`src/rtl/phc_pkg.sv`:
```
package phc_pkg;

   typedef enum logic [1:0] {
      PCSEL_SEQ    = 2'b00,
      PCSEL_BRANCH = 2'b01,
      PCSEL_VECTOR = 2'b10
   } pc_sel_e;

   typedef struct packed {
      logic fault;
      logic squash;
      logic stall;
   } hazard_t;

endpackage

```
`src/rtl/phc_load_use.sv`:
```
module phc_load_use #(
   parameter int REG_AW       = 5,
   parameter int NUM_SRC      = 2,
   parameter bit R0_HARDWIRED = 1'b1
) (
   input  logic                      ex_mem_rd,
   input  logic [REG_AW-1:0]         ex_dst,
   input  logic [NUM_SRC*REG_AW-1:0] id_src,
   input  logic [NUM_SRC-1:0]        id_src_used,
   output logic                      hit
);

   logic [NUM_SRC-1:0] src_match;
   logic               dst_live;

   generate
      if (R0_HARDWIRED) begin : g_r0_zero
         assign dst_live = |ex_dst;
      end else begin : g_r0_plain
         assign dst_live = 1'b1;
      end
   endgenerate

   generate
      for (genvar k = 0; k < NUM_SRC; k++) begin : g_src
         assign src_match[k] = id_src_used[k] &&
                               (id_src[k*REG_AW +: REG_AW] == ex_dst);
      end
   endgenerate

   assign hit = ex_mem_rd && dst_live && (|src_match);

endmodule

```
`src/rtl/phc_arbiter.sv`:
```
module phc_arbiter
   import phc_pkg::*;
(
   input  logic    fault_req,
   input  logic    squash_req,
   input  logic    stall_req,
   output hazard_t grant
);

   always_comb begin
      grant = '0;
      if (fault_req)       grant.fault  = 1'b1;
      else if (squash_req) grant.squash = 1'b1;
      else if (stall_req)  grant.stall  = 1'b1;
   end

endmodule

```
`src/rtl/phc_exc_unit.sv`:
```
module phc_exc_unit #(
   parameter int               XLEN    = 32,
   parameter logic [XLEN-1:0]  EXC_VEC = 32'h4000_0040
) (
   input  logic            clk,
   input  logic            rst_n,
   input  logic            take,
   input  logic [XLEN-1:0] fault_pc,
   output logic [XLEN-1:0] epc,
   output logic [XLEN-1:0] vector
);

   always_ff @(posedge clk or negedge rst_n) begin
      if (!rst_n)    epc <= '0;
      else if (take) epc <= fault_pc;
   end

   assign vector = EXC_VEC;

endmodule

```
`src/rtl/pipe_hazard_ctl.sv`:
```
module pipe_hazard_ctl
   import phc_pkg::*;
#(
   parameter int               REG_AW       = 5,
   parameter int               NUM_SRC      = 2,
   parameter int               XLEN         = 32,
   parameter logic [XLEN-1:0]  EXC_VEC      = 32'h4000_0040,
   parameter bit               R0_HARDWIRED = 1'b1
) (
   input  logic                      clk,
   input  logic                      rst_n,
   input  logic [NUM_SRC*REG_AW-1:0] id_src,
   input  logic [NUM_SRC-1:0]        id_src_used,
   input  logic                      ex_mem_rd,
   input  logic [REG_AW-1:0]         ex_dst,
   input  logic                      id_br_taken,
   input  logic                      ex_ovf,
   input  logic [XLEN-1:0]           ex_pc,
   output logic                      pc_we,
   output logic                      ifid_we,
   output logic                      id_ctrl_zero,
   output logic                      if_flush,
   output logic                      id_flush,
   output logic                      ex_flush,
   output logic [1:0]                pc_sel,
   output logic [XLEN-1:0]           exc_vector,
   output logic [XLEN-1:0]           epc
);

   generate
      if (REG_AW < 1 || REG_AW > 8) begin : g_bad_aw
         $error("pipe_hazard_ctl: REG_AW out of range");
      end
      if (NUM_SRC < 1 || NUM_SRC > 4) begin : g_bad_src
         $error("pipe_hazard_ctl: NUM_SRC out of range");
      end
      if (XLEN < 8) begin : g_bad_xlen
         $error("pipe_hazard_ctl: XLEN too small");
      end
   endgenerate

   logic    lu_hit;
   hazard_t grant;
   pc_sel_e sel;

   phc_load_use #(
      .REG_AW      (REG_AW),
      .NUM_SRC     (NUM_SRC),
      .R0_HARDWIRED(R0_HARDWIRED)
   ) u_load_use (
      .ex_mem_rd  (ex_mem_rd),
      .ex_dst     (ex_dst),
      .id_src     (id_src),
      .id_src_used(id_src_used),
      .hit        (lu_hit)
   );

   phc_arbiter u_arb (
      .fault_req (ex_ovf),
      .squash_req(id_br_taken),
      .stall_req (lu_hit),
      .grant     (grant)
   );

   phc_exc_unit #(
      .XLEN   (XLEN),
      .EXC_VEC(EXC_VEC)
   ) u_exc (
      .clk     (clk),
      .rst_n   (rst_n),
      .take    (grant.fault),
      .fault_pc(ex_pc),
      .epc     (epc),
      .vector  (exc_vector)
   );

   always_comb begin
      sel = PCSEL_SEQ;
      if (grant.fault)       sel = PCSEL_VECTOR;
      else if (grant.squash) sel = PCSEL_BRANCH;
   end

   assign pc_we        = ~grant.stall;
   assign ifid_we      = ~grant.stall;
   assign id_ctrl_zero =  grant.stall;
   assign if_flush     =  grant.fault | grant.squash;
   assign id_flush     =  grant.fault;
   assign ex_flush     =  grant.fault;
   assign pc_sel       =  sel;

endmodule

```
`config.mk`:
```
export PLATFORM = sky130hd
export DESIGN_NAME = pipe_hazard_ctl
export DESIGN_NICKNAME = d
export VERILOG_FILES = /design/src/rtl/phc_pkg.sv /design/src/rtl/phc_load_use.sv /design/src/rtl/phc_arbiter.sv /design/src/rtl/phc_exc_unit.sv /design/src/rtl/pipe_hazard_ctl.sv
export SDC_FILE = /design/constraint.sdc
export NUM_CORES = 1
export LEC_CHECK = 0
export ABC_AREA = 0
export BUFFER_PORTS_ARGS = -buffer_cell sky130_fd_sc_hd__clkbuf_2
export CORE_UTILIZATION = 39
export CTS_CLUSTER_DIAMETER = 200
export CTS_CLUSTER_SIZE = 16
export DETAILED_ROUTE_END_ITERATION = 6
export PLACE_DENSITY_LB_ADDON = 0.1
export SLEW_MARGIN = 0
export SYNTH_ARGS = -nofsm -noshare
export SYNTH_HDL_FRONTEND = slang
export SYNTH_SLANG_ARGS = --single-unit
```
`constraint.sdc`:
```
create_clock -name clk -period 2.25 [get_ports clk]
set_clock_uncertainty 0.1 [all_clocks]
set_input_delay 0.5625 -clock clk [delete_from_list [all_inputs] [get_ports clk]]
set_output_delay 0.5625 -clock clk [all_outputs]
set_load 0.01 [all_outputs]
```
==> qor.txt, run 1 <==
result of the run: complete, but fails checks
failing checks: negative setup slack
Slowest cell on crit path: nor4_2
leakage power figure: 1.106 nW
Core ar.: 4000 µm²
EDFF count, synth: 0
Post-Syn Instances: 127
CTS tree: built
synth top area cells: dfrtp_1 49%, mux2_2 22%, buf_4 17%, xor2_1 4.3%, buf_2 1.2%
setup slack after layout: -48.56 ps
number of synthesized register bits: 32
maximum number of pins on one net before global-route repair: 33
WL final: 3.478 mm
gr ovfl total: 0
leading registers by flop count: u_exc.epc: 32 flops
Max Clock Freq: 435.1 MHz
number of failing setup endpoints in the final timing report: 3
RSZ-0062 raised after global routing: yes
placed cell count: 264
crit end category: output pin
ranking of synthesized cells by instance count: 36 x buf_4, 32 x dfrtp_1, 32 x mux2_2, 8 x xor2_1, 4 x buf_2
Worst setup endpoint: pc_we
clock latency of the later-clocked register in the worst-skew pair: 270 ps
routed via count: 1197
number of antenna violations at the first check in global routing: 0
worst hold-check slack: 249.6 ps
instance count on the critical path: 6
count of nets after finishing: 275
count of input and output buffers: 93
root buffer cell: clkbuf_8
element type at the critical path start: input pin
Layout area overhead: 29.91%
Relative slew margins: 0.4822
share of cells above drive strength 1: 0.6335
non-filler cells in the finished layout: 271
cells along the critical path: clkbuf_2 > xor2_1 > nor4_2 > nand3_1 > a21o_1 > buf_2
effective utilization at floorplan: 0.4048
number of inserted filler cells in the final layout: 399
clk sink count: 32
number of DRC violations after detailed-routing iteration 0: 13
max-cap check violation count: 0
warnings from Yosys: 0
cell class contributing the biggest share of worst-path delay: simple AND/OR/NAND/NOR gates
largest area contributor in the synthesized netlist: dfrtp_1
sequential area share after synthesis: 0.4946
clock period minus final worst setup slack: 2299 ps
H-tree depth: 2
maximum resistive drop on vdd: 0.3976 mV
Rows: 23
total iterations of the first detailed-routing run: 2
worst setup path class: input pin to output pin
top register by number of flip-flops: u_exc.epc
clock buffers created by TritonCTS: 5
worst hold-check path type: input pin to async pin
chip height: 66.43 µm
total negative slack: -104.0 ps
Most used DFF post-synth: dfrtp_1
Reg2Reg Launch Point: u_exc.epc[4]
flip-flop count of the largest register after layout: 32
total half-perimeter wirelength after legalization and detailed placement: 2.703 mm
number of buffers inserted to repair setup after CTS: 0
number of buffers and inverters on the critical path: 2
DRC violation count after routing: 0
proportion of synthesized flip-flops having asynchronous set or reset: 1.000
logic depth of the worst register-to-register path: 1
die outline area: 4413 µm²
average instance area after synthesis: 12.75 µm²
num ports: 126
portion of synthesized cell area occupied by the leading cell type: 0.4946
transition time at the pin with the least slew margin: 776.6 ps
delay of the slowest critical-path stage: 270 ps
reg-to-reg critical path endpoint: u_exc.epc[4]
Cell Pwr Density: 643.5 nW/µm²
arrival time reported for the critical path endpoint: 1640 ps
largest buffer count on any clock path: 2
global routing usage summed across all routing layers: 0.1553
library cells used by synthesis: 16
number of antenna diodes: 0
crit share post-route: 1.022
Final GP Congestion: 0.6744
Via-to-Cell Ratio: 4.417
data required time at the worst endpoint: 1590 ps
number of routed nets with antenna violations: 0
vias in the first global route: 1084
Post-Syn Area: 1619 µm²
horizontal die dimension: 66.43 µm
top fanout value on the critical path: 3
number of hold violations in the final report: 0
clk slew on worst S/H paths: 60 ps
minimum setup slack among reg-to-reg paths: 1390 ps
most common cell in the netlist: buf_4
launching instance or port of the critical path: ex_dst[4]
post-detailed-route wirelength per cell: 12.83 µm
Max Slew Vio Count: 0
global-route wire length before repair: 4.885 mm
==> power by group <==
part | switching, W | internal, W | leakage [nW]
combinational | 0.000150 | 0.000141 | 0.691
sequential | 0.0000286 | 0.000633 | 0.374
clock | 0.000191 | 0.000210 | 0.0410
==> through the flow <==
stage	total power [W]	util	setup WS [ps]	cell area (µm²)
global placement	0.0009497	0.4998	-53.34	1999
finish	0.001354	0.5258	-48.56	2103
detailed placement	0.0009595	0.4998	-67.86	1999
floorplan	0.0008577	-	69.09	1732
CTS	0.001374	0.5192	-66.78	2077
global route	0.001434	0.5258	-91.23	2103
==> worst min-delay path by stage <==
stage / to / slack [ps] / start
floorplan: u_exc.epc[0] / 170 / rst_n
global placement: u_exc.epc[30] / 390 / u_exc.epc[30]
detailed placement: u_exc.epc[29] / 400 / u_exc.epc[29]
CTS: u_exc.epc[1] / 280 / rst_n
global route: u_exc.epc[1] / 320 / rst_n
finish: u_exc.epc[24] / 250 / rst_n
==> cell families after synthesis <==
family,Yosys count,synth area share
muxes,32,0.2226
DFF,32,0.4946
xor gates and xnor gates,10,0.05410
buffers and inverters,41,0.1816
other,2,0.004639
and+or+nand+nor,7,0.02705
AOI/OAI and AO/OA,3,0.01545
==> cell type report <==
type	instances	area [µm²]	area share
Sequential cell	32	800.8	0.3807
Clock buffer	6	72.57	0.03450
Multi-Input combinational cell	84	656.9	0.3123
Tap cell	50	62.56	0.02974
Inverter	1	3.754	0.001785
Clock inverter	1	5.005	0.002380
Timing Repair Buffer	97	501.7	0.2385
==> layer usage <==
metal	share of wire	vias to the layer above	track usage	wire length, µm
met5	0	-	0	0
met4	0.023	0	0.07979	79
met3	0.090	8	0.06034	314
met2	0.52	80	0.2870	1816
met1	0.36	566	0.1458	1267
li1	-	543	-	-
==> placed cells by master, fill, tap and decap left out <==
cell type / n
a21o_1: 1
xnor2_1: 2
buf_2: 2
nor2_1: 1
buf_4: 4
xor2_2: 1
clkbuf_2: 90
dfrtp_1: 32
clkinv_2: 1
mux2_2: 32
clkbuf_1: 1
nand3_1: 2
a21oi_1: 1
clkbuf_8: 5
or4_4: 1
nor4_2: 2
conb_1: 32
buf_6: 1
inv_1: 1
nor2b_1: 1
xor2_1: 7
o211ai_2: 1
==> what timing repair did <==
item | in CTS | in global routing
endpoints found under the setup margin | 3 | 3
gates resized for setup | 0 | 8
pin swaps | 1 | 3
hold buffers | 0 | 0
(Power assumes the default switching activity.)
==> run 2, diff against run 1 <==
--- a/config.mk
+++ b/config.mk
@@ -7,7 +7,9 @@
 export LEC_CHECK = 0
 export ABC_AREA = 0
 export BUFFER_PORTS_ARGS = -buffer_cell sky130_fd_sc_hd__clkbuf_2
+export CORE_ASPECT_RATIO = 1.25
 export CORE_UTILIZATION = 39
+export CTS_BUF_LIST = sky130_fd_sc_hd__clkbuf_16
 export CTS_CLUSTER_DIAMETER = 200
 export CTS_CLUSTER_SIZE = 16
 export DETAILED_ROUTE_END_ITERATION = 6
==> qor.txt, run 2 (same netlist as run 1, synthesis figures left out) <==
die outline area: 4415 µm²
global routing met2 resource utilization: 0.2846
maximum number of pins on one net before global-route repair: 37
RSZ-0062 raised after global routing: yes
transition time at the pin with the least slew margin: 774.7 ps
total negative slack: -96.46 ps
count of nets after finishing: 275
utilization after layout: 0.5719
H-tree depth: 2
result of the run: complete, but fails checks
global-route track usage on met3: 0.06609
DRC violation count after routing: 0
global routing usage summed across all routing layers: 0.1481
leakage power figure: 1.155 nW
total half-perimeter wirelength after legalization and detailed placement: 2.565 mm
Cell Pwr Density: 700.8 nW/µm²
number of antenna diodes: 0
total placed instance area: 2004 µm²
busiest layer in global routing: met2
max-cap check violation count: 0
Via-to-Cell Ratio: 4.214
global-route wire length before repair: 4.726 mm
number of failing setup endpoints in the final timing report: 2
top fanout value on the critical path: 3
count of input and output buffers: 93
register area: 800.8 µm²
failing checks: negative setup slack
number of routed nets with antenna violations: 0
clock buffers created by TritonCTS: 5
Layout area overhead: 37.02%
top register by number of flip-flops: u_exc.epc
Final GP Congestion: 0.6364
Multi-input gate area: 673.1 µm²
WL final: 3.296 mm
total iterations of the first detailed-routing run: 4
most used cells in the layout excluding fill and tap cells: 85 x clkbuf_2, 32 x mux2_2, 32 x conb_1, 32 x dfrtp_1
Rows: 25
setup slack after layout: -51.33 ps
routed via count: 1163
clk slew on worst S/H paths: 50 ps
largest buffer count on any clock path: 2
Max Slew Vio Count: 0
flip-flop count of the largest register after layout: 32
met1 capacity usage during global routing: 0.1363
root buffer cell: clkbuf_16
Core ar.: 3879 µm²
clock period minus final worst setup slack: 2301 ps
leading registers by flop count: u_exc.epc: 32 flops
worst hold-check path type: input pin to async pin
Max Clock Freq: 434.5 MHz
horizontal die dimension: 59.63 µm
number of hold violations in the final report: 0
crit end category: output pin
Slowest cell on crit path: or4_4
worst setup path class: input pin to output pin
crit share post-route: 1.023
Relative slew margins: 0.4836
vias in the first global route: 1083
num ports: 126
number of inserted filler cells in the final layout: 339
element type at the critical path start: input pin
CTS tree: built
arrival time reported for the critical path endpoint: 1640 ps
effective utilization at floorplan: 0.4174
share of cells above drive strength 1: 0.6351
cells along the critical path: buf_6 > or4_4 > o211ai_2 > a21o_1 > clkbuf_2
clock latency of the later-clocked register in the worst-skew pair: 260 ps
number of antenna violations at the first check in global routing: 0
number of DRC violations after detailed-routing iteration 0: 23
clk sink count: 32
maximum resistive drop on vdd: 0.4192 mV
chip height: 74.04 µm
data required time at the worst endpoint: 1590 ps
gr ovfl total: 0
# hold bufs at CTS: 0
delay of the slowest critical-path stage: 530 ps
post-route cell area: 2218 µm²
leading cell type in the layout, fill and taps excluded: clkbuf_2
post-detailed-route wirelength per cell: 11.94 µm
## run 2: cell types whose count changed in the layout (fill, tap and decap cells not counted), moves of 3 or more
cell,change
clkbuf_16,+5
xor2_1,-3
clkbuf_2,-5
xor2_2,+3
clkbuf_8,-5
buf_6,+4
## run 2: repair_timing
action / CTS / global route
pin swaps: 1 / 4
endpoints found under the setup margin: 3 / 3
gates resized for setup: 1 / 24
buffers inserted: 0 / 0
## run 2: cell type report
| class | count | share of cell area |
|---|---|---|
| Clock inverter | 3 | 0.005076 |
| Timing Repair Buffer | 97 | 0.2420 |
| Tap cell | 54 | 0.03046 |
| Sequential cell | 32 | 0.3610 |
| Inverter | 1 | 0.001692 |
| Clock buffer | 5 | 0.05640 |
| Multi-Input combinational cell | 84 | 0.3034 |
## run 2: worst paths after layout
path,slack [ps],endpoint,cells after the start,start
worst max-delay path,-50,ifid_we,5,ex_dst[0]
worst min-delay path,270,u_exc.epc[2],1,rst_n
worst max register to register,1390,u_exc.epc[1],1,u_exc.epc[1]
worst min register to register,400,u_exc.epc[14],1,u_exc.epc[14]
max in group asynchronous,1290,u_exc.epc[10],1,rst_n
min in group clk,400,u_exc.epc[14],1,u_exc.epc[14]
## run 2: where the power goes
group | leakage, nW | switching (W) | internal [W]
clock network | 0.0738 | 0.000201 | 0.000395
registers | 0.374 | 0.0000268 | 0.000635
logic | 0.707 | 0.000148 | 0.000148
## run 2: per-stage QoR
stage,setup WS [ps],hold slack [ps],power [W],std cells
6_report,-51.33,269.5,0.001555,276
5_1_grt,-79.16,317.5,0.001648,276
4_1_cts,-53.33,291.0,0.001578,276
3_5_place_dp,-71.47,394.7,0.0009556,268
3_3_place_gp,-40.60,389.9,0.0009484,268
2_1_floorplan,69.09,166.9,0.0008577,157
## run 2: worst max-delay path: cells and delay by family
kind	cells	cell delay (ps)
compound gates	2	310
buf+inv	2	240
simple gates	1	530
## run 2: layer usage
metal | share of wire | wire length [µm]
met2 | 0.57 | 1877
met3 | 0.10 | 345
met1 | 0.32 | 1061
met4 | 0.0036 | 12
met5 | 0 | 0
